--- src/rtl/lsusb_tx_pkg.sv ---
`timescale 1ns/1ps
package lsusb_tx_pkg;
  typedef enum logic [2:0] {
    ST_IDLE, ST_PREP, ST_BITS, ST_SE0, ST_JEND, ST_FIN
  } tx_state_e;

  // what the serializer wants on the line in the next slot
  typedef enum logic [1:0] {
    SYM_KEEP, SYM_FLIP, SYM_END
  } tx_sym_e;

  localparam logic [7:0] SYNC_BYTE = 8'h80;
endpackage

--- src/rtl/lsusb_tx_timer.sv ---
`timescale 1ns/1ps
module lsusb_tx_timer #(
  parameter int W = 5
) (
  input  logic         clk,
  input  logic         rst,
  input  logic         clr,
  input  logic [W-1:0] last_val,
  output logic         at_zero,
  output logic         at_last
);
  logic [W-1:0] cnt_q;

  always_ff @(posedge clk) begin
    if (rst || clr)
      cnt_q <= '0;
    else if (cnt_q == last_val)
      cnt_q <= '0;
    else
      cnt_q <= cnt_q + 1'b1;
  end

  assign at_zero = (cnt_q == '0);
  assign at_last = (cnt_q == last_val);
endmodule

--- src/rtl/lsusb_tx_serial.sv ---
`timescale 1ns/1ps
module lsusb_tx_serial
  import lsusb_tx_pkg::*;
#(
  parameter int CNT_W   = 4,
  parameter int AW      = 4,
  parameter int RUN_LEN = 6
) (
  input  logic             clk,
  input  logic             rst,
  input  logic             load,
  input  logic [CNT_W-1:0] nbytes,
  input  logic             step,
  input  logic [7:0]       rd_data,
  output logic [AW-1:0]    rd_addr,
  output tx_sym_e          sym
);
  localparam int RUN_W = $clog2(RUN_LEN + 1);

  logic [7:0]       shift_q;
  logic [2:0]       bit_q;
  logic [CNT_W-1:0] left_q;
  logic [RUN_W-1:0] run_q;
  logic             more_q;
  logic [AW-1:0]    addr_q;
  logic             stuff_due;

  assign stuff_due = (run_q == RUN_W'(RUN_LEN));
  assign rd_addr   = addr_q;

  always_comb begin
    if (stuff_due)
      sym = SYM_FLIP;
    else if (more_q)
      sym = shift_q[0] ? SYM_KEEP : SYM_FLIP;
    else
      sym = SYM_END;
  end

  always_ff @(posedge clk) begin
    if (rst) begin
      shift_q <= '0;
      bit_q   <= '0;
      left_q  <= '0;
      run_q   <= '0;
      more_q  <= 1'b0;
      addr_q  <= '0;
    end else if (load) begin
      shift_q <= SYNC_BYTE;
      bit_q   <= '0;
      run_q   <= '0;
      more_q  <= 1'b1;
      addr_q  <= '0;
      left_q  <= nbytes - 1'b1;
    end else if (step) begin
      if (stuff_due) begin
        run_q <= '0;
      end else if (more_q) begin
        run_q   <= shift_q[0] ? run_q + 1'b1 : '0;
        shift_q <= shift_q >> 1;
        bit_q   <= bit_q + 1'b1;
        if (bit_q == 3'd7) begin
          if (left_q != '0) begin
            shift_q <= rd_data;
            addr_q  <= addr_q + 1'b1;
            left_q  <= left_q - 1'b1;
          end else begin
            more_q <= 1'b0;
          end
        end
      end
    end
  end
endmodule

--- src/rtl/lsusb_tx_ctrl.sv ---
`timescale 1ns/1ps
module lsusb_tx_ctrl
  import lsusb_tx_pkg::*;
#(
  parameter int BIT_CLKS  = 11,
  parameter int EOP_CLKS  = 22,
  parameter int TW        = 5,
  parameter int CNT_W     = 4,
  parameter int HS_BYTES  = 2,
  parameter int ADDR_BITS = 7
) (
  input  logic                 clk,
  input  logic                 rst,
  input  logic                 start,
  input  logic [CNT_W-1:0]     nbytes,
  input  tx_sym_e              sym,
  input  logic                 tmr_zero,
  input  logic                 tmr_last,
  input  logic [ADDR_BITS-1:0] new_addr,
  output logic                 tmr_clr,
  output logic [TW-1:0]        tmr_last_val,
  output logic                 load,
  output logic                 step,
  output logic                 dp,
  output logic                 dm,
  output logic                 oe,
  output logic                 done,
  output logic [ADDR_BITS-1:0] dev_addr
);
  tx_state_e state_q;
  logic      is_data_q;

  assign load         = (state_q == ST_IDLE) && start;
  assign step         = (state_q == ST_BITS) && tmr_zero;
  assign tmr_clr      = (state_q == ST_PREP) || (step && sym == SYM_END);
  assign tmr_last_val = (state_q == ST_SE0) ? TW'(EOP_CLKS - 1) : TW'(BIT_CLKS - 1);

  always_ff @(posedge clk) begin
    if (rst) begin
      state_q   <= ST_IDLE;
      is_data_q <= 1'b0;
      dp        <= 1'b0;
      dm        <= 1'b0;
      oe        <= 1'b0;
      done      <= 1'b0;
      dev_addr  <= '0;
    end else begin
      done <= (state_q == ST_FIN);
      case (state_q)
        ST_IDLE: if (start) begin
          dp        <= 1'b0;
          dm        <= 1'b1;
          is_data_q <= (nbytes > CNT_W'(HS_BYTES));
          state_q   <= ST_PREP;
        end
        ST_PREP: begin
          oe      <= 1'b1;
          state_q <= ST_BITS;
        end
        ST_BITS: if (step) begin
          case (sym)
            SYM_FLIP: begin
              dp <= ~dp;
              dm <= ~dm;
            end
            SYM_END: begin
              dp      <= 1'b0;
              dm      <= 1'b0;
              state_q <= ST_SE0;
            end
            default: ;
          endcase
        end
        ST_SE0: if (tmr_last) begin
          dm      <= 1'b1;
          state_q <= ST_JEND;
        end
        ST_JEND: begin
          oe <= 1'b0;
          dp <= 1'b0;
          dm <= 1'b0;
          if (is_data_q) dev_addr <= new_addr;
          state_q <= ST_FIN;
        end
        default: state_q <= ST_IDLE;
      endcase
    end
  end
endmodule

--- src/rtl/lsusb_tx.sv ---
`timescale 1ns/1ps
module lsusb_tx
  import lsusb_tx_pkg::*;
#(
  parameter int BIT_CLKS  = 11,
  parameter int EOP_CLKS  = 22,
  parameter int MIN_BYTES = 2,
  parameter int MAX_BYTES = 12,
  parameter int RUN_LEN   = 6,
  parameter int ADDR_BITS = 7
) (
  input  logic                           clk,
  input  logic                           rst,
  input  logic                           start,
  input  logic [$clog2(MAX_BYTES+1)-1:0] byte_count,
  input  logic [7:0]                     rd_data,
  input  logic [ADDR_BITS-1:0]           new_addr,
  output logic [$clog2(MAX_BYTES)-1:0]   rd_addr,
  output logic                           dp,
  output logic                           dm,
  output logic                           oe,
  output logic                           done,
  output logic [ADDR_BITS-1:0]           dev_addr
);
  localparam int CNT_W   = $clog2(MAX_BYTES + 1);
  localparam int AW      = $clog2(MAX_BYTES);
  localparam int TMR_TOP = (EOP_CLKS > BIT_CLKS) ? EOP_CLKS : BIT_CLKS;
  localparam int TW      = $clog2(TMR_TOP);

  logic [CNT_W-1:0] nbytes;
  logic             tmr_clr, tmr_zero, tmr_last, load, step;
  logic [TW-1:0]    tmr_last_val;
  tx_sym_e          sym;

  always_comb begin
    if (byte_count < CNT_W'(MIN_BYTES))
      nbytes = CNT_W'(MIN_BYTES);
    else if (byte_count > CNT_W'(MAX_BYTES))
      nbytes = CNT_W'(MAX_BYTES);
    else
      nbytes = byte_count;
  end

  lsusb_tx_timer #(.W(TW)) u_timer (
    .clk(clk), .rst(rst), .clr(tmr_clr), .last_val(tmr_last_val),
    .at_zero(tmr_zero), .at_last(tmr_last)
  );

  lsusb_tx_serial #(.CNT_W(CNT_W), .AW(AW), .RUN_LEN(RUN_LEN)) u_serial (
    .clk(clk), .rst(rst), .load(load), .nbytes(nbytes), .step(step),
    .rd_data(rd_data), .rd_addr(rd_addr), .sym(sym)
  );

  lsusb_tx_ctrl #(
    .BIT_CLKS(BIT_CLKS), .EOP_CLKS(EOP_CLKS), .TW(TW), .CNT_W(CNT_W),
    .HS_BYTES(MIN_BYTES), .ADDR_BITS(ADDR_BITS)
  ) u_ctrl (
    .clk(clk), .rst(rst), .start(start), .nbytes(nbytes), .sym(sym),
    .tmr_zero(tmr_zero), .tmr_last(tmr_last), .new_addr(new_addr),
    .tmr_clr(tmr_clr), .tmr_last_val(tmr_last_val), .load(load), .step(step),
    .dp(dp), .dm(dm), .oe(oe), .done(done), .dev_addr(dev_addr)
  );
endmodule

--- config.mk ---
export PLATFORM = sky130hd
export DESIGN_NAME = lsusb_tx
export DESIGN_NICKNAME = d
export VERILOG_FILES = /design/src/rtl/lsusb_tx_pkg.sv /design/src/rtl/lsusb_tx_timer.sv /design/src/rtl/lsusb_tx_serial.sv /design/src/rtl/lsusb_tx_ctrl.sv /design/src/rtl/lsusb_tx.sv
export SDC_FILE = /design/constraint.sdc
export NUM_CORES = 1
export LEC_CHECK = 0
export BUFFER_PORTS_ARGS = -buffer_cell sky130_fd_sc_hd__buf_2
export CORE_ASPECT_RATIO = 0.75
export CORE_MARGIN = 4
export CORE_UTILIZATION = 55
export CTS_CLUSTER_DIAMETER = 80
export DETAILED_ROUTE_END_ITERATION = 10
export PLACE_DENSITY = 0.78
export SYNTH_ARGS = -nofsm -noshare
export SYNTH_HDL_FRONTEND = slang
export SYNTH_SLANG_ARGS = --single-unit
--- constraint.sdc ---
create_clock -name clk -period 2.3 [get_ports clk]
set_input_delay 0.345 -clock clk [delete_from_list [all_inputs] [get_ports clk]]
set_output_delay 0.345 -clock clk [all_outputs]
set_load 0.03 [all_outputs]
==> metrics.cfg, run 1 <==
[logic_synthesis]
avgSynthCellArea_um2=9.16
synthTopCellsByArea=dfxtp_1, mux2i_1, ha_1
ys_seq_elements=43
ys_seq_area_share_pct=40.1
synth_edf_count=0
syn-num-nets=265
synth_cell_types=51
synth_top_area_share_pct=40.1
synthArstFlopShare_pct=0
yosysTopAreaCell=dfxtp_1
ys_warn_count=0
netlist_instances=234
synth_ff_type=dfxtp_1
netlist_area_mm2=0.00214

[detailed_routing]
wl_per_cell_um=13.5
drt-initial-drc-count=83
routed-via-count=1790
post_drt_via_cell_ratio=5.54
drc_errors=0
ant_nets=0
firstDrtPassIters=5
wl_um=4360

[worst_hold_path]
hp-class=in2reg
min_delay_path_depth=3
min_to=u_ctrl.dev_addr[0]
min_from=new_addr[0]

[sta]
fin_crit_ps=2090
slew_headroom_pct=57.7
finalHoldViolations=0
worstMarginPinSlew_ps=629
final_max_slew_viol_count=0
rsz0062_at_grt=false
fmax_mhz=479
finalCritPeriodShare_pct=90.8
finalSetupViolations=0
fin_setup_tns_ps=0
setup_slack_ps=211
clock_skew_ps=6.33

[cells_and_area]
design_area_mm2=0.00246
layout_commonest_cell=dfxtp_1
nets=302
layout_common_cells=dfxtp_1, buf_2, nor2_1, mux2i_1, a21oi_1
n_antenna_cell=0
drive_above_1_share_pct=23.2
syn_to_final_growth_pct=14.8

[critical_path]
cpPeakStageDelay_ps=520
critPathKind=reg2reg
ff2ff_setup_slack_ps=210
crit_path_end_kind=flip-flop
start_kind=flip-flop
cp_cell_sequence=nand2b_1 -> or3_2 -> a21oi_1 -> ha_1 -> inv_1 -> or3_1 -> a311oi_1
rr_startpoint=u_ctrl.state_q[1]
required_ps=2510
rr_worst_depth=7
cp_max_fo=8
cp_slowest_cell=or3_2
cp.arrival_ps=2300
worst_r2r_endpoint=u_serial.left_q[2]

[job]
drv_cap=0

[pwr]
power_mw=1.66
peakVddDrop_mv=0.397
powerDensity_mw_per_mm2=677
leakagePower_nw=0.954

[clock_tree]
clockRootBuffer=clkbuf_8
clk_pin_slew_ps=80
ctsHoldBuffers=0
cts_buffers=5
cts_sinks=43
cts_buffer_depth=2
tritoncts=done
htree_levels=2
cts_resized=0
clk_latency_ps=300
cts_setup_buffers=0

[placed_design]
io_buffer_count=36
pre_cts_ws_ps=131
gp_congestion=0.777
hpwlAfterDp_um=3120
placed_area_mm2=0.00236

[global_routing]
grt_pass1_wl_um=7200
antenna_found_initial=0
first_global_vias=1621
grt_max_degree=18
grt_usage_pct=19.2
gr-total-overflow=0

[floorplanning]
start_util_pct=57.8
fp.dieW_um=80.1
boundaryPins=37
rows=19
core-area_mm2=0.00371
fp.dieH_um=62.1
dieArea_mm2=0.00497

[status]
status=completed

cells by family after synthesis:
group | after synthesis | synth area share, %
AND/OR/NAND/NOR | 87 | 23.3
AO/OA/AOI/OAI | 50 | 15.0
flip-flops | 43 | 40.1
buffers and inverters | 22 | 6.01
multiplexers | 16 | 7.47
adder cells (fa/ha/maj) | 9 | 5.25
XOR/XNOR | 7 | 2.86
how the worst max path moves through the flow:
stage	endpoint	startpoint	slack, ps
global route	u_serial.left_q[2]	u_ctrl.state_q[1]	50
CTS	u_serial.left_q[2]	u_ctrl.state_q[1]	210
detailed placement	u_serial.left_q[2]	start	130
finish	u_serial.left_q[2]	u_ctrl.state_q[1]	210
floorplan	u_serial.left_q[2]	u_ctrl.state_q[1]	240
global placement	u_serial.left_q[2]	start	200
metal layers:
layer  up-vias  track usage, %  routed length, um  share of wire [%]
met3         4            7.35                257                5.9
met1       823            24.7               2120                 49
li1        922               -                  -                  -
met4         0            6.51                 57                1.3
met2        41            29.8               1930                 44
met5         -               0                  0                  0
report_power, final:
| part | leakage [nW] | total (mW) | internal, mW | switching (mW) |
|---|---|---|---|---|
| combinational | 0.554 | 0.283 | 0.121 | 0.162 |
| sequential | 0.349 | 0.816 | 0.783 | 0.0325 |
| clock | 0.0513 | 0.567 | 0.318 | 0.248 |
sequential cells by signal, summed over array words and instances, names as in the netlist:
signal,count
u_ctrl.done,1
u_serial.bit_q,3
u_ctrl.dp,1
u_timer.cnt_q,5
u_ctrl.is_data_q,1
u_ctrl.dev_addr,7
u_serial.run_q,3
u_serial.left_q,4
u_serial.more_q,1
u_serial.rd_addr,4
u_ctrl.dm,1
u_ctrl.state_q,3
u_ctrl.oe,1
u_serial.shift_q,8
cell usage after synthesis, drive strengths merged (6+ instances only):
library cell  instances
inv                   6
buf                  11
nor3                  9
nand2                12
mux2i                16
o21ai                11
nor4                  7
a211oi                9
dfxtp                43
a21oi                15
ha                    9
nor2                 27
nand3                 7
per-stage QoR:
step / cells / hold slack (ps) / util, %
floorplan: 234 / 465 / -
global placement: 316 / 464 / 63.6
detailed placement: 316 / 473 / 63.6
CTS: 323 / 279 / 66.4
global route: 323 / 292 / 66.4
finish: 323 / 282 / 66.4
layout make-up:
class | instances | area, um2
Timing Repair Buffer | 46 | 255
Multi-Input combinational cell | 169 | 1150
Inverter | 6 | 22.5
Fill cell | 322 | 1250
Sequential cell | 43 | 861
Clock buffer | 6 | 72.6
Tap cell | 52 | 65.1
Clock inverter | 1 | 30.0
critical path, delay by kind of cell, from the launching register on:
family,cells,cell delay (ps)
compound gates,2,430
simple gates,3,1020
buf+inv,1,60
flops,1,310
fa+ha+maj,1,190
(Power assumes the default switching activity.)
==> inputs of run 2 (changes only) <==
BUFFER_PORTS_ARGS = -buffer_cell sky130_fd_sc_hd__clkbuf_2   (was -buffer_cell sky130_fd_sc_hd__buf_2)
PLACE_DENSITY = unset   (was 0.78)
PLACE_DENSITY_LB_ADDON = 0.12   (was unset)
==> run 2 against run 1 <==
Net effect:
- design area unchanged
- clock skew about the same
- largest power group unchanged
- critical path depth unchanged
- worst hold slack worse by 11 ps
- fmax down 2.1%
==> metrics.cfg, run 2 (synthesis results as in run 1) <==
[placed_design]
placed_area_mm2=0.00234  ; -0.64%
pre_cts_ws_ps=110  ; -21.5 ps
hpwlAfterDp_um=2990  ; -4.2%
gp_congestion=0.800  ; +3.0%
io_buffer_count=36  ; unchanged

[critical_path]
required_ps=2500  ; about the same
crit_path_end_kind=flip-flop
cp.arrival_ps=2340  ; +40 ps
cp_max_fo=8  ; unchanged
start_kind=flip-flop
critPathKind=reg2reg

[cells_and_area]
largest_register=u_serial.shift_q
syn_to_final_growth_pct=14.8  ; unchanged
drive_above_1_share_pct=23.3  ; +0.086 points
largest_reg_flops=8  ; unchanged
n_antenna_cell=0  ; unchanged
layout_commonest_cell=dfxtp_1
reg_top3=u_serial.shift_q: 8 flops, u_ctrl.dev_addr: 7 flops, u_timer.cnt_q: 5 flops
nets=300  ; -0.66%
design_area_mm2=0.00246  ; unchanged
layout_common_cells=dfxtp_1, clkbuf_2, nor2_1, mux2i_1, a21oi_1

[sta]
clock_skew_ps=6.49  ; +0.166 ps
slew_headroom_pct=60.4  ; +2.7 points
fin_setup_tns_ps=0  ; unchanged
worstMarginPinSlew_ps=590  ; -39.5 ps
final_max_slew_viol_count=0  ; unchanged
setup_slack_ps=165  ; -45.6 ps
finalCritPeriodShare_pct=92.8  ; +2.0 points
rsz0062_at_grt=false
fin_crit_ps=2130  ; +45.6 ps
finalHoldViolations=0  ; unchanged
finalSetupViolations=0  ; unchanged
fmax_mhz=468  ; -2.1%
fin_hold_ws_ps=271  ; -11.1 ps

[detailed_routing]
drc_errors=0  ; unchanged
ant_nets=0  ; unchanged
wl_um=4130  ; -5.3%
firstDrtPassIters=4  ; -1
routed-via-count=1773  ; -0.95%
drt-initial-drc-count=78  ; -6.0%
post_drt_via_cell_ratio=5.51  ; -0.64%
wl_per_cell_um=12.8  ; -5.0%

[pwr]
power_mw=1.70  ; +2.1%
leakagePower_nw=0.946  ; -0.87%
peakVddDrop_mv=0.580  ; +46%
powerDensity_mw_per_mm2=691  ; +2.1%

[clock_tree]
ctsHoldBuffers=0  ; unchanged
tritoncts=done
clk_pin_slew_ps=80  ; about the same
cts_sinks=43  ; unchanged
clockRootBuffer=clkbuf_8
cts_resized=0  ; unchanged
cts_buffer_depth=2  ; unchanged
cts_setup_buffers=0  ; unchanged
cts_buffers=5  ; unchanged
htree_levels=2  ; unchanged
clk_latency_ps=300  ; about the same

[floorplanning]
dieArea_mm2=0.00497  ; unchanged
boundaryPins=37  ; unchanged
fp.dieW_um=80.1  ; unchanged
start_util_pct=57.8  ; unchanged
fp.dieH_um=62.1  ; unchanged
core-area_mm2=0.00371  ; unchanged
rows=19  ; unchanged

[global_routing]
first_global_vias=1515  ; -6.5%
antenna_found_initial=0  ; unchanged
grt_usage_pct=18.3  ; -0.86 points
grt_pass1_wl_um=6980  ; -3.0%
gr-total-overflow=0  ; unchanged
grt_max_degree=26  ; +8

[job]
drv_cap=0  ; unchanged

[status]
status=completed

[worst_hold_path]
hp-class=in2reg

## run 2: cell count changes in the layout (fill, tap and decap cells not counted)
cell	before	now
buf_2	36	0
buf_4	10	8
clkbuf_1	1	0
clkbuf_2	0	36
clkbuf_8	5	6
clkinv_2	0	1
## run 2: metal layers
metal / vias to the layer above / wire length [um] / track usage (%)
li1: 919 / - / -
met1: 798 / 2030 / 25.3
met2: 51 / 1780 / 27.6
met3: 5 / 253 / 5.19
met4: 0 / 61 / 6.51
met5: - / 0 / 0
## run 2: final timing paths
| check | from | to | slack, ps | cells after the start |
|---|---|---|---|---|
| worst max register to register | u_ctrl.state_q[1] | u_serial.left_q[2] | 170 | 7 |
| worst min-delay path | rd_data[7] | u_serial.shift_q[7] | 270 | 3 |
| worst max-delay path | u_ctrl.state_q[1] | u_serial.left_q[2] | 170 | 7 |
| worst min register to register | u_serial.rd_addr[3] | u_serial.rd_addr[3] | 500 | 2 |
## run 2: where the power goes
part	total [mW]	switching, mW	leakage [nW]	internal, mW
clock	0.601	0.250	0.0612	0.351
sequential	0.816	0.0326	0.349	0.783
combinational	0.283	0.163	0.536	0.120
## run 2: area by class of cell
class	instances	area (um2)
clock buffer	6	82.6
inverter	6	22.5
sequential	43	861
timing repair buffer	44	240
clock inverter	2	35.0
fill	337	1250
tap	52	65.1
multi-input combinational	169	1150
## run 2: through the flow
step / util (%) / cells
6_report: 66.4 / 322
5_1_grt: 66.4 / 322
2_1_floorplan: - / 234
3_5_place_dp: 63.2 / 314
4_1_cts: 66.4 / 322
3_3_place_gp: 63.2 / 314
## run 2: critical path: stages (launching register included)
cell,delay [ps]
dfxtp_1,310
nand2b_1,160
or3_2,510
a21oi_1,180
ha_1,190
inv_1,60
or3_1,360
a311oi_1,260
==> inputs of run 3 (changes only) <==
CELL_PAD_IN_SITES_DETAIL_PLACEMENT = 1   (was unset)
CELL_PAD_IN_SITES_GLOBAL_PLACEMENT = 1   (was unset)
CORE_UTILIZATION = 42   (was 55)
==> run 3 against run 2 <==
Net effect:
- worst setup slack better by 52 ps
- critical endpoint unchanged
- combinational power grew 4%
- die area up 27%
- critical path type unchanged
- largest power group unchanged
- register-to-register slack improved by 50 ps
- largest cell class unchanged
- worst hold slack better by 9.1 ps
==> metrics.cfg, run 3 (synthesis results as in run 1) <==
[floorplanning]
start_util_pct=43.5  ; -14 points
dieArea_mm2=0.00633  ; +27%
boundaryPins=37  ; unchanged
core-area_mm2=0.00493  ; +33%
fp.dieW_um=90.5  ; +13%
rows=22  ; +3
fp.dieH_um=69.9  ; +13%

[detailed_routing]
drt-met1-wl_um=2550  ; +26%
ant_nets=0  ; unchanged
met3WireLength_um=186  ; -26%
routed-via-count=1774  ; +0.056%
post_drt_via_cell_ratio=5.33  ; -3.2%
drt-initial-drc-count=85  ; +9.0%
wl_um=4860  ; +18%
drc_errors=0  ; unchanged
wl_per_cell_um=14.6  ; +14%
firstDrtPassIters=4  ; unchanged
met2_length_um=2090  ; +17%
routed.top_layer=met4

[cells_and_area]
layout_commonest_cell=dfxtp_1
n_antenna_cell=0  ; unchanged
drive_above_1_share_pct=24.2  ; +0.84 points
syn_to_final_growth_pct=16.0
largest_reg_flops=8  ; unchanged
largest_register=u_serial.shift_q
nets=303  ; +1.0%
reg_top3=u_serial.shift_q: 8 flops, u_ctrl.dev_addr: 7 flops, u_timer.cnt_q: 5 flops
nFillCells=593  ; +76%
layout_common_cells=dfxtp_1, clkbuf_2, nor2_1, mux2i_1, a21oi_1

[pwr]
leakagePower_nw=0.958  ; +1.2%
powerDensity_mw_per_mm2=683  ; -1.1%
peakVddDrop_mv=0.408  ; -30%

[sta]
fin_crit_ps=2080  ; -51.6 ps
final_max_slew_viol_count=0  ; unchanged
finalSetupViolations=0  ; unchanged
finalHoldViolations=0  ; unchanged
finalCritPeriodShare_pct=90.6  ; -2.2 points
fin_hold_ws_ps=280  ; +9.08 ps
rsz0062_at_grt=false
slew_headroom_pct=71.9  ; +12 points
clock_skew_ps=7.46  ; +0.964 ps
fin_setup_tns_ps=0  ; unchanged
fmax_mhz=480  ; +2.5%
worstMarginPinSlew_ps=421  ; -169 ps

[critical_path]
worst_r2r_endpoint=u_serial.left_q[2]
cp.arrival_ps=2290  ; -50 ps
required_ps=2510  ; about the same
ff2ff_setup_slack_ps=220  ; +50 ps
crit_path_end_kind=flip-flop
crit_start=u_ctrl.state_q[1]
start_kind=flip-flop
rr_worst_depth=7  ; unchanged
critPathKind=reg2reg
rr_startpoint=u_ctrl.state_q[1]
cp_max_fo=5  ; -3

[worst_hold_path]
hp-class=in2reg
min_delay_path_depth=3  ; unchanged
min_from=rd_data[7]
min_to=u_serial.shift_q[7]

[global_routing]
grt_max_degree=26  ; unchanged
antenna_found_initial=0  ; unchanged
grt_usage_pct=15.6  ; -2.7 points
grt_pass1_wl_um=8200  ; +17%
gr-total-overflow=0  ; unchanged
first_global_vias=1711  ; +13%

[placed_design]
io_buffer_count=36  ; unchanged
gp_congestion=0.744  ; -7.0%
hpwlAfterDp_um=3620  ; +21%

[clock_tree]
cts_setup_buffers=0  ; unchanged
clk_latency_ps=300  ; about the same
htree_levels=2  ; unchanged
clk_pin_slew_ps=90  ; about the same
cts_sinks=43  ; unchanged
tritoncts=done
cts_buffers=5  ; unchanged
clockRootBuffer=clkbuf_8
cts_buffer_depth=2  ; unchanged
ctsHoldBuffers=0  ; unchanged
cts_resized=0  ; unchanged

[status]
status=completed

[job]
drv_cap=0  ; unchanged

==> run 3: worst max-delay path by stage <==
| stage | to | cells after the start |
|---|---|---|
| after detailed placement | u_serial.left_q[2] | 8 |
| after floorplan | u_serial.left_q[2] | 8 |
| after global routing | u_serial.left_q[2] | 7 |
| final | u_serial.left_q[2] | 7 |
| after CTS | u_serial.left_q[2] | 7 |
| after global placement | u_serial.left_q[2] | 8 |
==> run 3: area by class of cell <==
class	count	area [um2]	share of cell area, %
Clock buffer	5	68.8	2.77
Clock inverter	3	43.8	1.76
Inverter	6	22.5	0.905
Multi-Input combinational cell	169	1150	46.4
Sequential cell	43	861	34.6
Tap cell	60	75.1	3.02
Timing Repair Buffer	47	263	10.6
==> run 3: worst max-delay path, cell delays in order, from the launching register on <==
cell	delay, ps
dfxtp_1	320
nand2b_1	170
or3_2	480
a21oi_1	180
ha_1	190
inv_1	50
or3_1	340
a311oi_1	260
==> run 3: metrics by stage <==
stage / instances / setup slack (ps) / cell area, um2 / utilization [%] / power (mW)
after floorplan: 234 / 242 / 2140 / - / 1.04
after global placement: 325 / 221 / 2380 / 48.2 / 1.12
after detailed placement: 325 / 170 / 2380 / 48.2 / 1.13
after CTS: 333 / 200 / 2490 / 50.5 / 1.72
after global routing: 333 / 49.9 / 2490 / 50.5 / 1.79
final: 333 / 217 / 2490 / 50.5 / 1.70
==> run 3: where the power goes <==
part | switching [mW] | total (mW) | internal [mW]
Sequential | 0.0345 | 0.818 | 0.783
Combinational | 0.170 | 0.293 | 0.123
Clock | 0.266 | 0.589 | 0.323
Total | 0.470 | 1.70 | 1.23
==> run 3: routing by layer <==
metal	up-vias	track usage, %
met2	26	22.4
met1	824	22.9
met4	0	4.41
met3	4	3.77
li1	920	-
met5	-	0
